$ cat src/rtl/freq_meter_pkg.sv
package freq_meter_pkg;
  typedef enum logic [1:0] {
    PH_IDLE = 2'd0,
    PH_ARM  = 2'd1,
    PH_RUN  = 2'd2,
    PH_DONE = 2'd3
  } phase_e;
endpackage

$ cat src/rtl/fm_sync_fall.sv
module fm_sync_fall #(
  parameter int unsigned STAGES = 2
) (
  input  logic clk_i,
  input  logic rst_ni,
  input  logic async_i,
  output logic fall_o
);
  logic [STAGES-1:0] chain_q;
  logic              last_q;

  always_ff @(posedge clk_i or negedge rst_ni) begin
    if (!rst_ni) begin
      chain_q <= '0;
      last_q  <= 1'b0;
    end else begin
      chain_q <= {chain_q[STAGES-2:0], async_i};
      last_q  <= chain_q[STAGES-1];
    end
  end

  assign fall_o = last_q & ~chain_q[STAGES-1];

  // one detected edge lasts a single cycle
  p_fall_single_r7: assert property (@(posedge clk_i) disable iff (!rst_ni)
    fall_o |=> !fall_o);
endmodule

$ cat src/rtl/fm_window.sv
module fm_window
  import freq_meter_pkg::*;
#(
  parameter int unsigned EDGES = 16
) (
  input  logic clk_i,
  input  logic rst_ni,
  input  logic restart_i,
  input  logic fall_i,
  output logic run_o,
  output logic done_o
);
  localparam int unsigned EW = (EDGES > 1) ? $clog2(EDGES) : 1;
  localparam logic [EW-1:0] LAST = EW'(EDGES - 1);

  phase_e        state_q;
  logic [EW-1:0] edges_q;

  always_ff @(posedge clk_i or negedge rst_ni) begin
    if (!rst_ni) begin
      state_q <= PH_IDLE;
      edges_q <= '0;
    end else if (restart_i) begin
      state_q <= PH_ARM;
      edges_q <= '0;
    end else begin
      unique case (state_q)
        PH_ARM: if (fall_i) begin
          state_q <= PH_RUN;
          edges_q <= '0;
        end
        PH_RUN: if (fall_i) begin
          if (edges_q == LAST) state_q <= PH_DONE;
          else                 edges_q <= edges_q + EW'(1);
        end
        default: ;
      endcase
    end
  end

  assign run_o  = (state_q == PH_RUN);
  assign done_o = (state_q == PH_DONE);

  p_restart_arms_r2: assert property (@(posedge clk_i) disable iff (!rst_ni)
    restart_i |=> (state_q == PH_ARM));
  p_done_on_edge_r4: assert property (@(posedge clk_i) disable iff (!rst_ni)
    $rose(done_o) |-> ($past(run_o) && $past(fall_i)));
  p_restart_wins_r8: assert property (@(posedge clk_i) disable iff (!rst_ni)
    (restart_i && fall_i) |=> !run_o);
endmodule

$ cat src/rtl/fm_sat_counter.sv
module fm_sat_counter #(
  parameter int unsigned W = 16
) (
  input  logic         clk_i,
  input  logic         rst_ni,
  input  logic         clear_i,
  input  logic         inc_i,
  output logic [W-1:0] cnt_o
);
  localparam logic [W-1:0] MAXV = '1;

  logic [W-1:0] cnt_q;

  always_ff @(posedge clk_i or negedge rst_ni) begin
    if (!rst_ni)                     cnt_q <= '0;
    else if (clear_i)                cnt_q <= '0;
    else if (inc_i && cnt_q != MAXV) cnt_q <= cnt_q + W'(1);
  end

  assign cnt_o = cnt_q;

  p_no_overflow_r6: assert property (@(posedge clk_i) disable iff (!rst_ni)
    (cnt_o == MAXV && !clear_i) |=> (cnt_o == MAXV));
  p_step_one_r3: assert property (@(posedge clk_i) disable iff (!rst_ni)
    (inc_i && !clear_i && cnt_o != MAXV) |=> (cnt_o == $past(cnt_o) + W'(1)));
endmodule

$ cat src/rtl/freq_meter.sv
module freq_meter
  import freq_meter_pkg::*;
#(
  parameter int unsigned CNT_W       = 16,
  parameter int unsigned WINDOW      = 16,
  parameter int unsigned SYNC_STAGES = 2,
  parameter int unsigned SEL_W       = 2
) (
  input  logic             clk_i,
  input  logic             rst_ni,
  input  logic             slow_clk_i,
  input  logic             start_i,
  input  logic [SEL_W-1:0] osc_sel_i,
  output logic [CNT_W-1:0] count_o,
  output logic             ready_o
);
  logic [SEL_W-1:0] sel_q;
  logic             restart;
  logic             fall;
  logic             run;
  logic             done;

  always_ff @(posedge clk_i or negedge rst_ni) begin
    if (!rst_ni) sel_q <= '0;
    else         sel_q <= osc_sel_i;
  end

  assign restart = start_i | (osc_sel_i != sel_q);

  fm_sync_fall #(.STAGES(SYNC_STAGES)) u_sync (
    .clk_i   (clk_i),
    .rst_ni  (rst_ni),
    .async_i (slow_clk_i),
    .fall_o  (fall)
  );

  fm_window #(.EDGES(WINDOW)) u_window (
    .clk_i     (clk_i),
    .rst_ni    (rst_ni),
    .restart_i (restart),
    .fall_i    (fall),
    .run_o     (run),
    .done_o    (done)
  );

  fm_sat_counter #(.W(CNT_W)) u_cnt (
    .clk_i   (clk_i),
    .rst_ni  (rst_ni),
    .clear_i (restart),
    .inc_i   (run),
    .cnt_o   (count_o)
  );

  assign ready_o = done;

  p_restart_clears_r2: assert property (@(posedge clk_i) disable iff (!rst_ni)
    restart |=> (count_o == '0 && !ready_o));
  p_ready_sticky_r5: assert property (@(posedge clk_i) disable iff (!rst_ni)
    (ready_o && !restart) |=> ready_o);
  p_hold_r5: assert property (@(posedge clk_i) disable iff (!rst_ni)
    (ready_o && !restart) |=> $stable(count_o));
  p_same_sel_r9: assert property (@(posedge clk_i) disable iff (!rst_ni)
    (ready_o && !start_i && $stable(osc_sel_i)) |=> ready_o);
endmodule

$ cat config.mk
export PLATFORM = sky130hd
export DESIGN_NAME = freq_meter
export DESIGN_NICKNAME = d
export VERILOG_FILES = /design/src/rtl/freq_meter_pkg.sv /design/src/rtl/fm_sync_fall.sv /design/src/rtl/fm_window.sv /design/src/rtl/fm_sat_counter.sv /design/src/rtl/freq_meter.sv
export SDC_FILE = /design/constraint.sdc
export NUM_CORES = 1
export LEC_CHECK = 0
export BUFFER_PORTS_ARGS = -buffer_cell sky130_fd_sc_hd__buf_2
export CORE_UTILIZATION = 40
export DETAILED_ROUTE_END_ITERATION = 6
export GPL_TIMING_DRIVEN = 0
export PLACE_DENSITY_LB_ADDON = 0.3
export SLEW_MARGIN = 20
export SYNTH_ARGS = -nofsm -noshare
export SYNTH_HDL_FRONTEND = slang
export SYNTH_SLANG_ARGS = --single-unit
$ cat constraint.sdc
create_clock -name clk_i -period 4.3 [get_ports clk_i]
set_input_delay 0.86 -clock clk_i [delete_from_list [all_inputs] [get_ports clk_i]]
set_output_delay 0.86 -clock clk_i [all_outputs]
set_load 0.02 [all_outputs]
Word level (Yosys, flattened, before mapping)
Cells that the tools add are included.

operators by class
  add/sub/neg operators = 2
  eq/ne operators = 10
  multiplexer cells = 12
  bitwise logic cells = 3
  reductions and logical operators = 5

operators by type and width
  operator                 count
  $mux W16                 2
  $add A16 B1 Y16 const B  1
  $mux W4                  4
  $ne A16 B16 Y1 const B   1
  $ne A3 B3 Y1 const B     3
  $mux W2                  4
  $pmux W4 S2              1
  $reduce_and A4 Y1        2
  $add A4 B1 Y4 const B    1
  $eq A2 B2 Y1 const B     2
  $eq A4 B4 Y1 const B     1
  $pmux W2 S2              1
  $ne A3 B2 Y1 const B     1
  $reduce_bool A3 Y1       1
  $eq A2 B1 Y1 const B     1
  $ne A2 B2 Y1             1
  $reduce_bool A2 Y1       1
  $and A1 B1 Y1            1
  $logic_and A1 B1 Y1      1
  $not A1 Y1               1
  $or A1 B1 Y1             1

storage, ports and cells
  register bits after elaboration = 27
  input port bits = 6
  word-level logic and storage cells = 38

Logic depth before layout (Yosys ltp)
Gate-level depths: netlist of the first run.

  word-level depth = 5
  gate-level depth with buffers = 6
  mapped depth without buffers = 5

Cells and area by module
Synthesis of the first run repeated with hierarchy kept, for this count alone.

unflattened totals
  cells, all modules = 145
  area total of the unflattened synthesis = 1473.9 µm²

by module, submodules not included
  module          times used  cells each  area each (µm²)  seq. area each (µm²)
  fm_sat_counter  1           98          942.2            400.4
  fm_window       1           38          369.1            150.1
  fm_sync_fall    1           4           88.8             75.1
  freq_meter      1           5           73.8             50.0

Least setup slack after synthesis of the first run
OpenSTA, ideal clock, no wires.

  path kind = in2reg
  start point = input port osc_sel_i[1]
  end point = register u_cnt.cnt_q[6] (netlist: u_cnt.cnt_o[6])
  setup time = 0.068 ns
  arrival time = 2.061 ns
  required time = 4.232 ns
  setup slack = 2.171 ns
  cell stages on the path = 5
  buffers on the path = 1
  path through = xor2_1 -> or3_1 -> clkbuf_1 -> or4_1 -> nand2_1

between the ends
  word-level cells in the longest chain between the ends = 3
  elaborated cells between the ends (all ways) = 4

ends and longest elaborated chain
  what                                            line                  source
  from (decl)                                     freq_meter.sv:13      input logic [SEL_W-1:0] osc_sel_i,
  $ne A2 B2 Y1 (*)                                freq_meter.sv:28      assign restart = start_i | (osc_sel_i != sel_q);
  $or A1 B1 Y1 (*)                                freq_meter.sv:28
  $mux W16 or $reduce_bool A2 Y1 (tied branches)  -
  to (signal assigned)                            fm_sat_counter.sv:17  else if (inc_i && cnt_q != MAXV) cnt_q <= cnt_q + W'(1);
  to (decl)                                       fm_sat_counter.sv:12  logic [W-1:0] cnt_q;

Mark *: on every way between the ends. The rest lies on a longest branch, timed or not.
A chain may end at the register's enable or synchronous reset.

Final worst setup path of the first run
  start point = register u_window.state_q[1]
  end point = output port ready_o

between the ends
  word-level cells in the longest chain between the ends = 1

ends and longest elaborated chain
  what                    line              source
  from (decl)             fm_window.sv:16   phase_e state_q;
  from (signal assigned)  fm_window.sv:21   state_q <= PH_IDLE;
  from (signal assigned)  fm_window.sv:24   state_q <= PH_ARM;
  from (signal assigned)  fm_window.sv:29   state_q <= PH_RUN;
  $eq A2 B2 Y1            fm_window.sv:42   assign done_o = (state_q == PH_DONE);
  to (decl)               freq_meter.sv:15  output logic ready_o

Every way passes these cells.

==> impl_metrics.json, run 1 <==
{
  "status": "finished clean",
  "dr.pass1.iters": 4,
  "grt_pass1_vias": 1090,
  "critical_path.max_fanout": 10,
  "num-nets-final": 178,
  "layout_cell_share_with_drive_strength_beyond_1_pct": 18.93,
  "max_clk_rate_mhz": 454.9,
  "grt_setup_unrepaired": "false",
  "netlist.area_leader.share_pct": 48.47,
  "worst_slew_margin_rel_pct": 53.69,
  "post_synthesis_async_set_or_reset_flop_share_pct": 100.0,
  "pin_count_of_the_biggest_net_entering_global_routing": 28,
  "die_w_um": 61.03,
  "static-leakage-power_nw": 0.6738,
  "totalNegativeSetupSlack_ns": 0,
  "port-buffer-count": 22,
  "floorplan.core_area_mm2": 0.003337,
  "clock_path_buffers": 2,
  "synthTopCellsByCount": "dfrtp_1, a21oi_1, nand2_1, o21ai_0",
  "syn_area_mm2": 0.001394,
  "clock-skew-final_ns": 0.02152,
  "timing.rr.start": "u_cnt.cnt_o[0]$_DFFE_PN0P_",
  "clkLatencyLatePin_ns": 0.33,
  "post-route-min-period_ns": 2.198,
  "cts.sink_count": 27,
  "power-per-cell-area_mw_per_mm2": 245.5,
  "setup_failing_eps_final": 0,
  "yosys-top-cells-area": "dfrtp_1, a21oi_1, or4_1",
  "count_of_instances_resized_after_the_clock_tree_is_built": 0,
  "route.antenna.remaining_nets": 0,
  "die-area_mm2": 0.003725,
  "data_required_critical_path_ns": 3.44,
  "clock_tree.root_cell": "clkbuf_4",
  "n_fill_cell": 351,
  "crit_path_start_kind": "register",
  "grt.overflow.total": 0,
  "multi_input_comb_area_um2": 688.2,
  "grt_usage_pct": 18.25,
  "cts_setup_buffers": 0,
  "finalWeightedCongestion": 0.7886,
  "antennaDiodeCount": 0,
  "arrival_ns": 1.34,
  "sequential_cell_area_um2": 675.6,
  "grt_pass1_wl_mm": 5.057,
  "postSynthCellCount": 143,
  "tritoncts": "built",
  "cts.htree.levels": 1,
  "vias_per_cell": 5.851,
  "std_cell_rows": 21,
  "synth-main-ff-cell": "dfrtp_1",
  "synth_cell_types": 35,
  "worst_setup_path_startpoint": "u_window.state_q[1]$_DFFE_PN0P_",
  "dpl.hpwl_mm": 2.132,
  "synth_nets": 151,
  "worst_pin_slew_ns": 0.6909,
  "count_of_unresolved_drc_violations_after_routing": 0,
  "syn-mean-instance-area_um2": 9.747,
  "route.final.wire_length_mm": 3.048,
  "report.final.hold_viol_count": 0,
  "initial_utilization_pct": 41.77,
  "hold_path_startpoint": "u_sync.chain_q[0]$_DFF_PN0_",
  "drv.max_cap_violation_count": 0,
  "worstSetupEndpointType": "output pin",
  "tritoncts.num_buffers": 3,
  "count_of_warnings_emitted_by_yosys": 0,
  "drt_first_iter_violations": 117,
  "floorplan.die.height_um": 61.03,
  "hold_path.class": "register to register",
  "proportion_of_synthesized_chip_area_in_sequential_cells_pct": 48.47,
  "synth-edff-count": 0,
  "design.portCount": 23,
  "wl_per_cell_um": 14.18,
  "criticalPathCategory": "register to output pin",
  "timing_max_transition_violations_final": 0,
  "dr_total_vias": 1258,
  "grt_antenna_before_repair": 0,
  "layout_area_overhead_pct": 14.36,
  "synth.ff_latch_count": 27,
  "layout_utilization_pct": 47.77,
  "post-synth-top-count-cell": "dfrtp_1",
  "hold_buffers": 0,
  "worst_setup_hold_path_clk_slew_ns": 0.16,
  "vdd_ir_drop_max_v": 0.0001263,
  "min_period_over_period_pct": 51.12,
  "synth.largest_area_cell": "dfrtp_1"
}
[sequential cells by signal, indices dropped and copies added, names as in the netlist]
register and cells:
u_sync.chain_q 2, u_cnt.cnt_o 16, sel_q 2, u_sync.last_q 1, u_window.edges_q 4, u_window.state_q 2
[cells by family (layout without fill, tap and decap cells)]
logic type / after synthesis / in the layout / share of synthesized area (%)
AOI/OAI and AO/OA: 39 / 39 / 16.79
xor gates and xnor gates: 3 / 3 / 1.885
adders and majority gates: 2 / 2 / 1.795
buffers and inverters: 9 / 35 / 2.512
DFF: 27 / 27 / 48.47
muxes: 1 / 1 / 0.7182
and+or+nand+nor: 62 / 62 / 27.83
[final cells by class]
| type | instances | share of cell area, % |
|---|---|---|
| inverters | 4 | 0.9419 |
| flip-flops and latches | 27 | 42.39 |
| clock inverters | 1 | 0.3140 |
| well taps | 46 | 3.611 |
| plain buffers | 5 | 1.256 |
| clock buffers | 3 | 1.413 |
| repair buffers | 22 | 6.907 |
| multi-input cells | 107 | 43.17 |
[stage by stage]
step / std cells / total power, mW / setup slack, ns / hold slack [ns] / instance area, um^2
floorplan: 143 / 0.2738 / 2.171 / 0.3312 / 1394
finish: 215 / 0.3913 / 2.102 / 0.3698 / 1594
detailed placement: 211 / 0.2859 / 1.753 / 0.3450 / 1562
CTS: 215 / 0.3979 / 2.079 / 0.3768 / 1589
global route: 215 / 0.4086 / 1.937 / 0.3819 / 1594
global placement: 211 / 0.2853 / 1.816 / 0.3407 / 1562
[path summary, 6_finish.rpt]
| path | end | slack [ns] | cells after the start |
|---|---|---|---|
| setup reg to reg | u_cnt.cnt_o[14]$_DFFE_PN0P_ | 2.15 | 5 |
| max in group asynchronous | u_window.edges_q[1]$_DFFE_PN0P_ | 3.38 | 1 |
| hold reg to reg | u_sync.chain_q[1]$_DFF_PN0_ | 0.37 | 0 |
| hold / removal | u_sync.chain_q[1]$_DFF_PN0_ | 0.37 | 0 |
| setup / recovery | ready_o | 2.10 | 3 |
| min in group asynchronous | u_cnt.cnt_o[13]$_DFFE_PN0P_ | 0.51 | 1 |
[cells in the final DEF (no fill, tap or decap), types with 3 or more instances in the layout]
master,netlist,final
and3_1,3,3
o31ai_1,6,6
inv_1,4,4
o211ai_1,3,3
clkbuf_4,0,3
nor3_1,4,3
nor2_1,4,4
o21ai_0,9,9
dfrtp_1,27,27
xor2_1,3,3
nand3_1,5,5
or3_1,7,7
nand4_1,4,4
a21oi_1,16,16
nand2_1,11,11
or4_1,7,7
clkbuf_1,4,4
buf_2,1,23
[critical path: stages (launching register included)]
cell and delay [ns]:
dfrtp_1 0.37, clkbuf_1 0.30, and2_1 0.18, buf_2 0.16
[where the power goes]
| part | leakage [nW] | internal (mW) | switching, mW |
|---|---|---|---|
| clock network | 0.0177 | 0.0349 | 0.0754 |
| logic | 0.295 | 0.00603 | 0.0168 |
| registers | 0.361 | 0.257 | 0.00140 |
| total | 0.674 | 0.298 | 0.0936 |
[per-layer routing]
layer | up-vias | track usage, % | share of wire (%)
met4 | 0 | 6.169 | 0.98
met2 | 38 | 27.95 | 47
li1 | 604 | - | -
met5 | - | 0 | 0
met1 | 612 | 26.74 | 47
met3 | 4 | 2.311 | 4.9
No activity file was read; power rests on OpenSTA's default activity.
==> run 2: changes to the inputs <==
- clock period: 4.3 -> 2 ns (I/O delays scaled with it)
==> run 2 against run 1 <==
  * Non-clock buffer count grew 4
  * Global-route usage grew 0.30 points
  * Via count grew 1.0%
  * Sequential power grew 120%
  * Total power grew 110%
  * Setup slack lost 2.0 ns
  * Combinational power grew 110%
  * Sequential cell count is the same
  * Critical path type is now register to register
  * Largest cell class unchanged
==> impl_metrics.json, run 2 (synthesis gave the netlist of run 1 again) <==
{
  "pin_count_of_the_biggest_net_entering_global_routing": 28,
  "crit_path_start_kind": "register",
  "timing.critical_path.slowest_cell_delay_ns": 0.59,
  "cts.sink_count": 27,
  "static-leakage-power_nw": 0.7062,
  "route.final.wire_length_mm": 3.066,
  "worst_slew_margin_rel_pct": 56.08,
  "layout_area_overhead_pct": 18.76,
  "floorplan.core_area_mm2": 0.003337,
  "grt_usage_pct": 18.56,
  "floorplan.die.height_um": 61.03,
  "ff2ff_setup_slack_ns": 0.09,
  "min_period_over_period_pct": 95.43,
  "worstSetupEndpointType": "register",
  "worstRegToRegCells": 5,
  "timing_max_transition_violations_final": 0,
  "antennaDiodeCount": 0,
  "drv.max_cap_violation_count": 0,
  "num-nets-final": 182,
  "wl_per_cell_um": 14.00,
  "fin_cells": 219,
  "worst_pin_slew_ns": 0.6552,
  "grt_pass1_vias": 1128,
  "criticalPathCategory": "register to register",
  "clock-skew-final_ns": 0.01025,
  "arrival_ns": 2.16,
  "critPathTopFamily": "simple AND/OR/NAND/NOR gates",
  "critical_path.max_fanout": 6,
  "port-buffer-count": 22,
  "design.portCount": 23,
  "hold-worst-slack_ns": 0.05875,
  "grt_antenna_before_repair": 0,
  "tritoncts.num_buffers": 3,
  "dpl.hpwl_mm": 2.132,
  "final_cell_mix": "dfrtp_1, buf_2, a21oi_1, nand2_1, o21ai_0",
  "worst_setup_hold_path_clk_slew_ns": 0.15,
  "vdd_ir_drop_max_v": 0.0002898,
  "largest_reg_flops": 16,
  "post-route-min-period_ns": 1.909,
  "std_cell_rows": 21,
  "clkLatencyLatePin_ns": 0.33,
  "grt_pass1_wl_mm": 5.092,
  "max_clk_rate_mhz": 524.0,
  "commonest_non_fill_non_tap_cell_in_the_layout": "dfrtp_1",
  "layout_cell_share_with_drive_strength_beyond_1_pct": 21.97,
  "setup_failing_eps_final": 0,
  "dr.pass1.iters": 4,
  "layout_utilization_pct": 49.61,
  "critical_path.cell_chain": "ha_4 -> nand4_4 -> or4b_4 -> or3_1 -> a21oi_1",
  "tritoncts": "built",
  "grt.overflow.total": 0,
  "buffers_inverters_on_critical_path": 0,
  "hold_path.class": "input pin to async pin",
  "route.antenna.remaining_nets": 0,
  "status": "finished clean",
  "finalWeightedCongestion": 0.7881,
  "die-area_mm2": 0.003725,
  "report.final.hold_viol_count": 0,
  "clock_path_buffers": 2,
  "hold_buffers": 0,
  "clock_tree.root_cell": "clkbuf_4",
  "initial_utilization_pct": 41.77,
  "place_inst": 211,
  "dr_total_vias": 1271,
  "crit_path_top_delay_cell": "or4b_4",
  "count_of_unresolved_drc_violations_after_routing": 0,
  "drt_first_iter_violations": 106,
  "power-per-cell-area_mw_per_mm2": 507.3,
  "cts.htree.levels": 1,
  "vias_per_cell": 5.804,
  "data_required_critical_path_ns": 2.25,
  "die_w_um": 61.03,
  "worstSetupPathDepth": 5
}
==> run 2: path summary, 6_finish.rpt <==
path,startpoint,to
max in group asynchronous,rst_ni,u_cnt.cnt_o[1]$_DFFE_PN0P_
min,rst_ni,u_cnt.cnt_o[13]$_DFFE_PN0P_
max reg2reg,u_cnt.cnt_o[1]$_DFFE_PN0P_,u_cnt.cnt_o[14]$_DFFE_PN0P_
min reg2reg,u_sync.chain_q[0]$_DFF_PN0_,u_sync.chain_q[1]$_DFF_PN0_
min in group clk_i,slow_clk_i,u_sync.chain_q[0]$_DFF_PN0_
max,u_cnt.cnt_o[1]$_DFFE_PN0P_,u_cnt.cnt_o[14]$_DFFE_PN0P_
==> run 2: through the flow <==
step                      total power, mW  setup slack (ns)  area, um^2  setup TNS, ns
final                              0.8397           0.09143        1655              0
after floorplan                    0.5887           0.03546        1399              0
after global routing               0.8846          -0.03488        1655        -0.1186
after global placement             0.6131          -0.05176        1567        -0.1463
after detailed placement           0.6145          -0.06750        1567        -0.2477
after CTS                          0.8533           0.02361        1609              0
==> run 2: repair_timing <==
item | CTS | global route
gates resized for setup | 1 | 2
endpoints found under the hold margin | 0 | 0
buffers inserted | 1 | 3
pin swaps | 0 | 2
endpoints found under the setup margin | 11 | 14
==> run 2: worst register-to-register path, stage by stage (launching register included) <==
cell     delay (ns)
dfrtp_2        0.43
ha_4           0.18
nand4_4        0.15
or4b_4         0.59
or3_1          0.35
a21oi_1        0.14
==> run 2: metal layers <==
layer  global-route usage [%]  vias to the layer above  wire (um)
li1                         -                      606          -
met2                    29.66                       28       1476
met5                        0                        -          0
met4                    9.091                        0         40
met1                    24.97                      633       1445
met3                    2.311                        4        104
==> run 2: area by class of cell <==
class / count / area (um^2)
Buffer: 5 / 20.02
Clock buffer: 4 / 26.28
Fill cell: 327 / 1682
Inverter: 4 / 15.01
Multi-Input combinational cell: 107 / 718.2
Sequential cell: 27 / 678.2
Tap cell: 46 / 57.56
Timing Repair Buffer: 26 / 140.1
==> run 2: power breakdown <==
group / total, mW / switching (mW) / internal (mW)
Clock: 0.236 / 0.158 / 0.0781
Combinational: 0.0487 / 0.0357 / 0.0130
Sequential: 0.555 / 0.00304 / 0.552
Total: 0.840 / 0.197 / 0.643
==> run 3: changes to the inputs <==
- ABC_AREA: unset -> 1
==> run 3 against run 2 <==
  * Non-clock buffer count is 5 lower
  * Critical endpoint is now u_cnt.cnt_o[1]$_DFFE_PN0P_
  * Critical path depth is 4 higher
  * First-iteration DRC count is 4.7% higher
  * Die area is 15% higher
==> impl_metrics.json, run 3 <==
{
  "timing_max_transition_violations_final": 0,
  "count_of_warnings_emitted_by_yosys": 0,
  "synthTopCellsByCount": "nand2_1, dfrtp_1, nand3_1, nor2_1, inv_1",
  "final_cell_area_mm2": 0.001824,
  "die-area_mm2": 0.004280,
  "tritoncts": "built",
  "std_cell_rows": 22,
  "worst_pin_slew_ns": 0.6040,
  "grt_pass1_vias": 1387,
  "clock_path_buffers": 2,
  "cts.sink_count": 27,
  "synth.largest_area_cell": "dfrtp_1",
  "postSynthCellCount": 207,
  "synth-main-ff-cell": "dfrtp_1",
  "postLayoutSetupSlackWorst_ns": 0.2009,
  "tritoncts.num_buffers": 3,
  "synth_cell_types": 25,
  "data_required_critical_path_ns": 2.22,
  "design.portCount": 23,
  "synth-edff-count": 0,
  "worstRegToRegCells": 9,
  "floorplan.core_area_mm2": 0.003771,
  "grt_usage_pct": 18.91,
  "drt_first_iter_violations": 111,
  "num-nets-final": 242,
  "drv.max_cap_violation_count": 0,
  "synth_nets": 215,
  "final_cell_mix": "nand2_1, dfrtp_1, buf_2, nand3_1, nor2_1",
  "syn_area_mm2": 0.001609,
  "report.final.hold_viol_count": 0,
  "count_of_unresolved_drc_violations_after_routing": 0,
  "hold_buffers": 0,
  "power-per-cell-area_mw_per_mm2": 523.5,
  "antennaDiodeCount": 0,
  "finalWeightedCongestion": 0.8370,
  "ff2ff_setup_slack_ns": 0.20,
  "arrival_ns": 2.02,
  "die_w_um": 65.43,
  "timing.rr.start": "u_cnt.cnt_o[0]$_DFFE_PN0P_",
  "dpl.hpwl_mm": 2.428,
  "post_synthesis_async_set_or_reset_flop_share_pct": 100.0,
  "worst_setup_path_startpoint": "u_cnt.cnt_o[0]$_DFFE_PN0P_",
  "pin_count_of_the_biggest_net_entering_global_routing": 28,
  "hold_path.class": "input pin to async pin",
  "yosys-top-cells-area": "dfrtp_1, nand2_1, nand3_1",
  "setup_failing_eps_final": 0,
  "port-buffer-count": 22,
  "layout_area_overhead_pct": 13.37,
  "critical_path.endpoint": "u_cnt.cnt_o[1]$_DFFE_PN0P_",
  "grt.overflow.total": 0,
  "floorplan.die.height_um": 65.43,
  "place_area_mm2": 0.001779,
  "post-synth-top-count-cell": "nand2_1",
  "route.antenna.remaining_nets": 0,
  "post-route-min-period_ns": 1.799,
  "worst_slew_margin_rel_pct": 59.73,
  "synth.ff_latch_count": 27,
  "dr.pass1.iters": 4,
  "criticalPathCategory": "register to register",
  "detailedPlace.worstSlack_ns": 0.2223,
  "commonest_non_fill_non_tap_cell_in_the_layout": "nand2_1",
  "proportion_of_synthesized_chip_area_in_sequential_cells_pct": 41.99,
  "cts_setup_buffers": 0,
  "netlist.area_leader.share_pct": 41.99,
  "grt_antenna_before_repair": 0,
  "crit_path_start_kind": "register",
  "vias_per_cell": 4.907,
  "syn-mean-instance-area_um2": 7.773,
  "initial_utilization_pct": 42.67,
  "count_of_instances_resized_after_the_clock_tree_is_built": 0,
  "dr_total_vias": 1379,
  "layout_cell_share_with_drive_strength_beyond_1_pct": 22.32,
  "totalNegativeSetupSlack_ns": 0,
  "layout_utilization_pct": 48.37,
  "vdd_ir_drop_max_v": 0.0004226,
  "worstSetupEndpointType": "register",
  "worst_setup_hold_path_clk_slew_ns": 0.10,
  "clock_tree.root_cell": "clkbuf_8",
  "regToRegEndpoint": "u_cnt.cnt_o[1]$_DFFE_PN0P_",
  "total_power_mw": 0.9551,
  "wl_per_cell_um": 11.79,
  "largest_reg_flops": 16,
  "min_period_over_period_pct": 89.95,
  "grt_setup_unrepaired": "false",
  "status": "finished clean",
  "critical_path.max_fanout": 10,
  "static-leakage-power_nw": 0.9731,
  "grt_pass1_wl_mm": 6.244,
  "clock-skew-final_ns": 0.01083,
  "route.final.wire_length_mm": 3.314,
  "cts.htree.levels": 1,
  "clkLatencyLatePin_ns": 0.28,
  "max_clk_rate_mhz": 555.8
}
==> run 3: cell count changes after synthesis, sizes merged, moves of 4 or more <==
cell    delta
inv       +17
nand4      +7
or4        -7
a21oi     -16
nand3     +15
o31ai      -6
nor2      +21
clkbuf     -4
nand2     +65
or3        -7
nor3       -4
o21ai      -8
==> run 3: how the worst min path moves through the flow <==
stage / start / endpoint / slack, ns
after floorplan: rst_ni / sel_q[0]$_DFF_PN0_ / 0.10
after global placement: u_sync.chain_q[0]$_DFF_PN0_ / u_sync.chain_q[1]$_DFF_PN0_ / 0.33
after detailed placement: u_sync.chain_q[0]$_DFF_PN0_ / u_sync.chain_q[1]$_DFF_PN0_ / 0.34
after CTS: rst_ni / u_cnt.cnt_o[0]$_DFFE_PN0P_ / 0.15
after global routing: rst_ni / u_cnt.cnt_o[11]$_DFFE_PN0P_ / 0.17
final: rst_ni / u_cnt.cnt_o[0]$_DFFE_PN0P_ / 0.11
==> run 3: stage by stage <==
stage | hold slack (ns) | instances
after floorplan | 0.1044 | 207
after global placement | 0.3330 | 277
after detailed placement | 0.3420 | 277
after CTS | 0.1462 | 281
after global routing | 0.1726 | 281
final | 0.1124 | 281
==> run 3: layout make-up <==
type,instances,area (um^2)
Buffer,4,37.54
Inverter,22,96.34
Sequential cell,27,675.6
Tap cell,48,60.06
Clock buffer,4,45.04
Fill cell,386,1947
Multi-Input combinational cell,154,799.5
Timing Repair Buffer,22,110.1
==> run 3: cell families after synthesis <==
logic type                 count (synthesis)  share of synthesized area, %
and+or+nand+nor                          139                         41.76
DFF                                       27                         41.99
buffers and inverters                     26                         8.320
xor gates and xnor gates                   7                         3.810
AOI/OAI and AO/OA                          6                         2.565
adders and majority gates                  2                         1.555
==> run 3: metal layers <==
metal,share of wire [%],up-vias,GRT usage (%),wire [um]
met5,0,-,0,0
met3,3.9,4,4.167,128
met1,47,634,23.80,1552
met4,0.88,0,2.446,29
met2,48,28,33.63,1603
li1,-,713,-,-
==> run 3: critical path, stage by stage (launching register included) <==
cell	delay, ns
dfrtp_1	0.44
ha_1	0.25
nand3_1	0.18
inv_2	0.10
nand2_4	0.08
nor2_4	0.04
nor2_4	0.23
buf_4	0.24
nand3_1	0.08
nand2_1	0.08
==> run 3: report_power, final <==
group	internal (mW)	switching (mW)
Clock	0.143	0.177
Combinational	0.0270	0.0503
Sequential	0.553	0.00494
Total	0.723	0.232
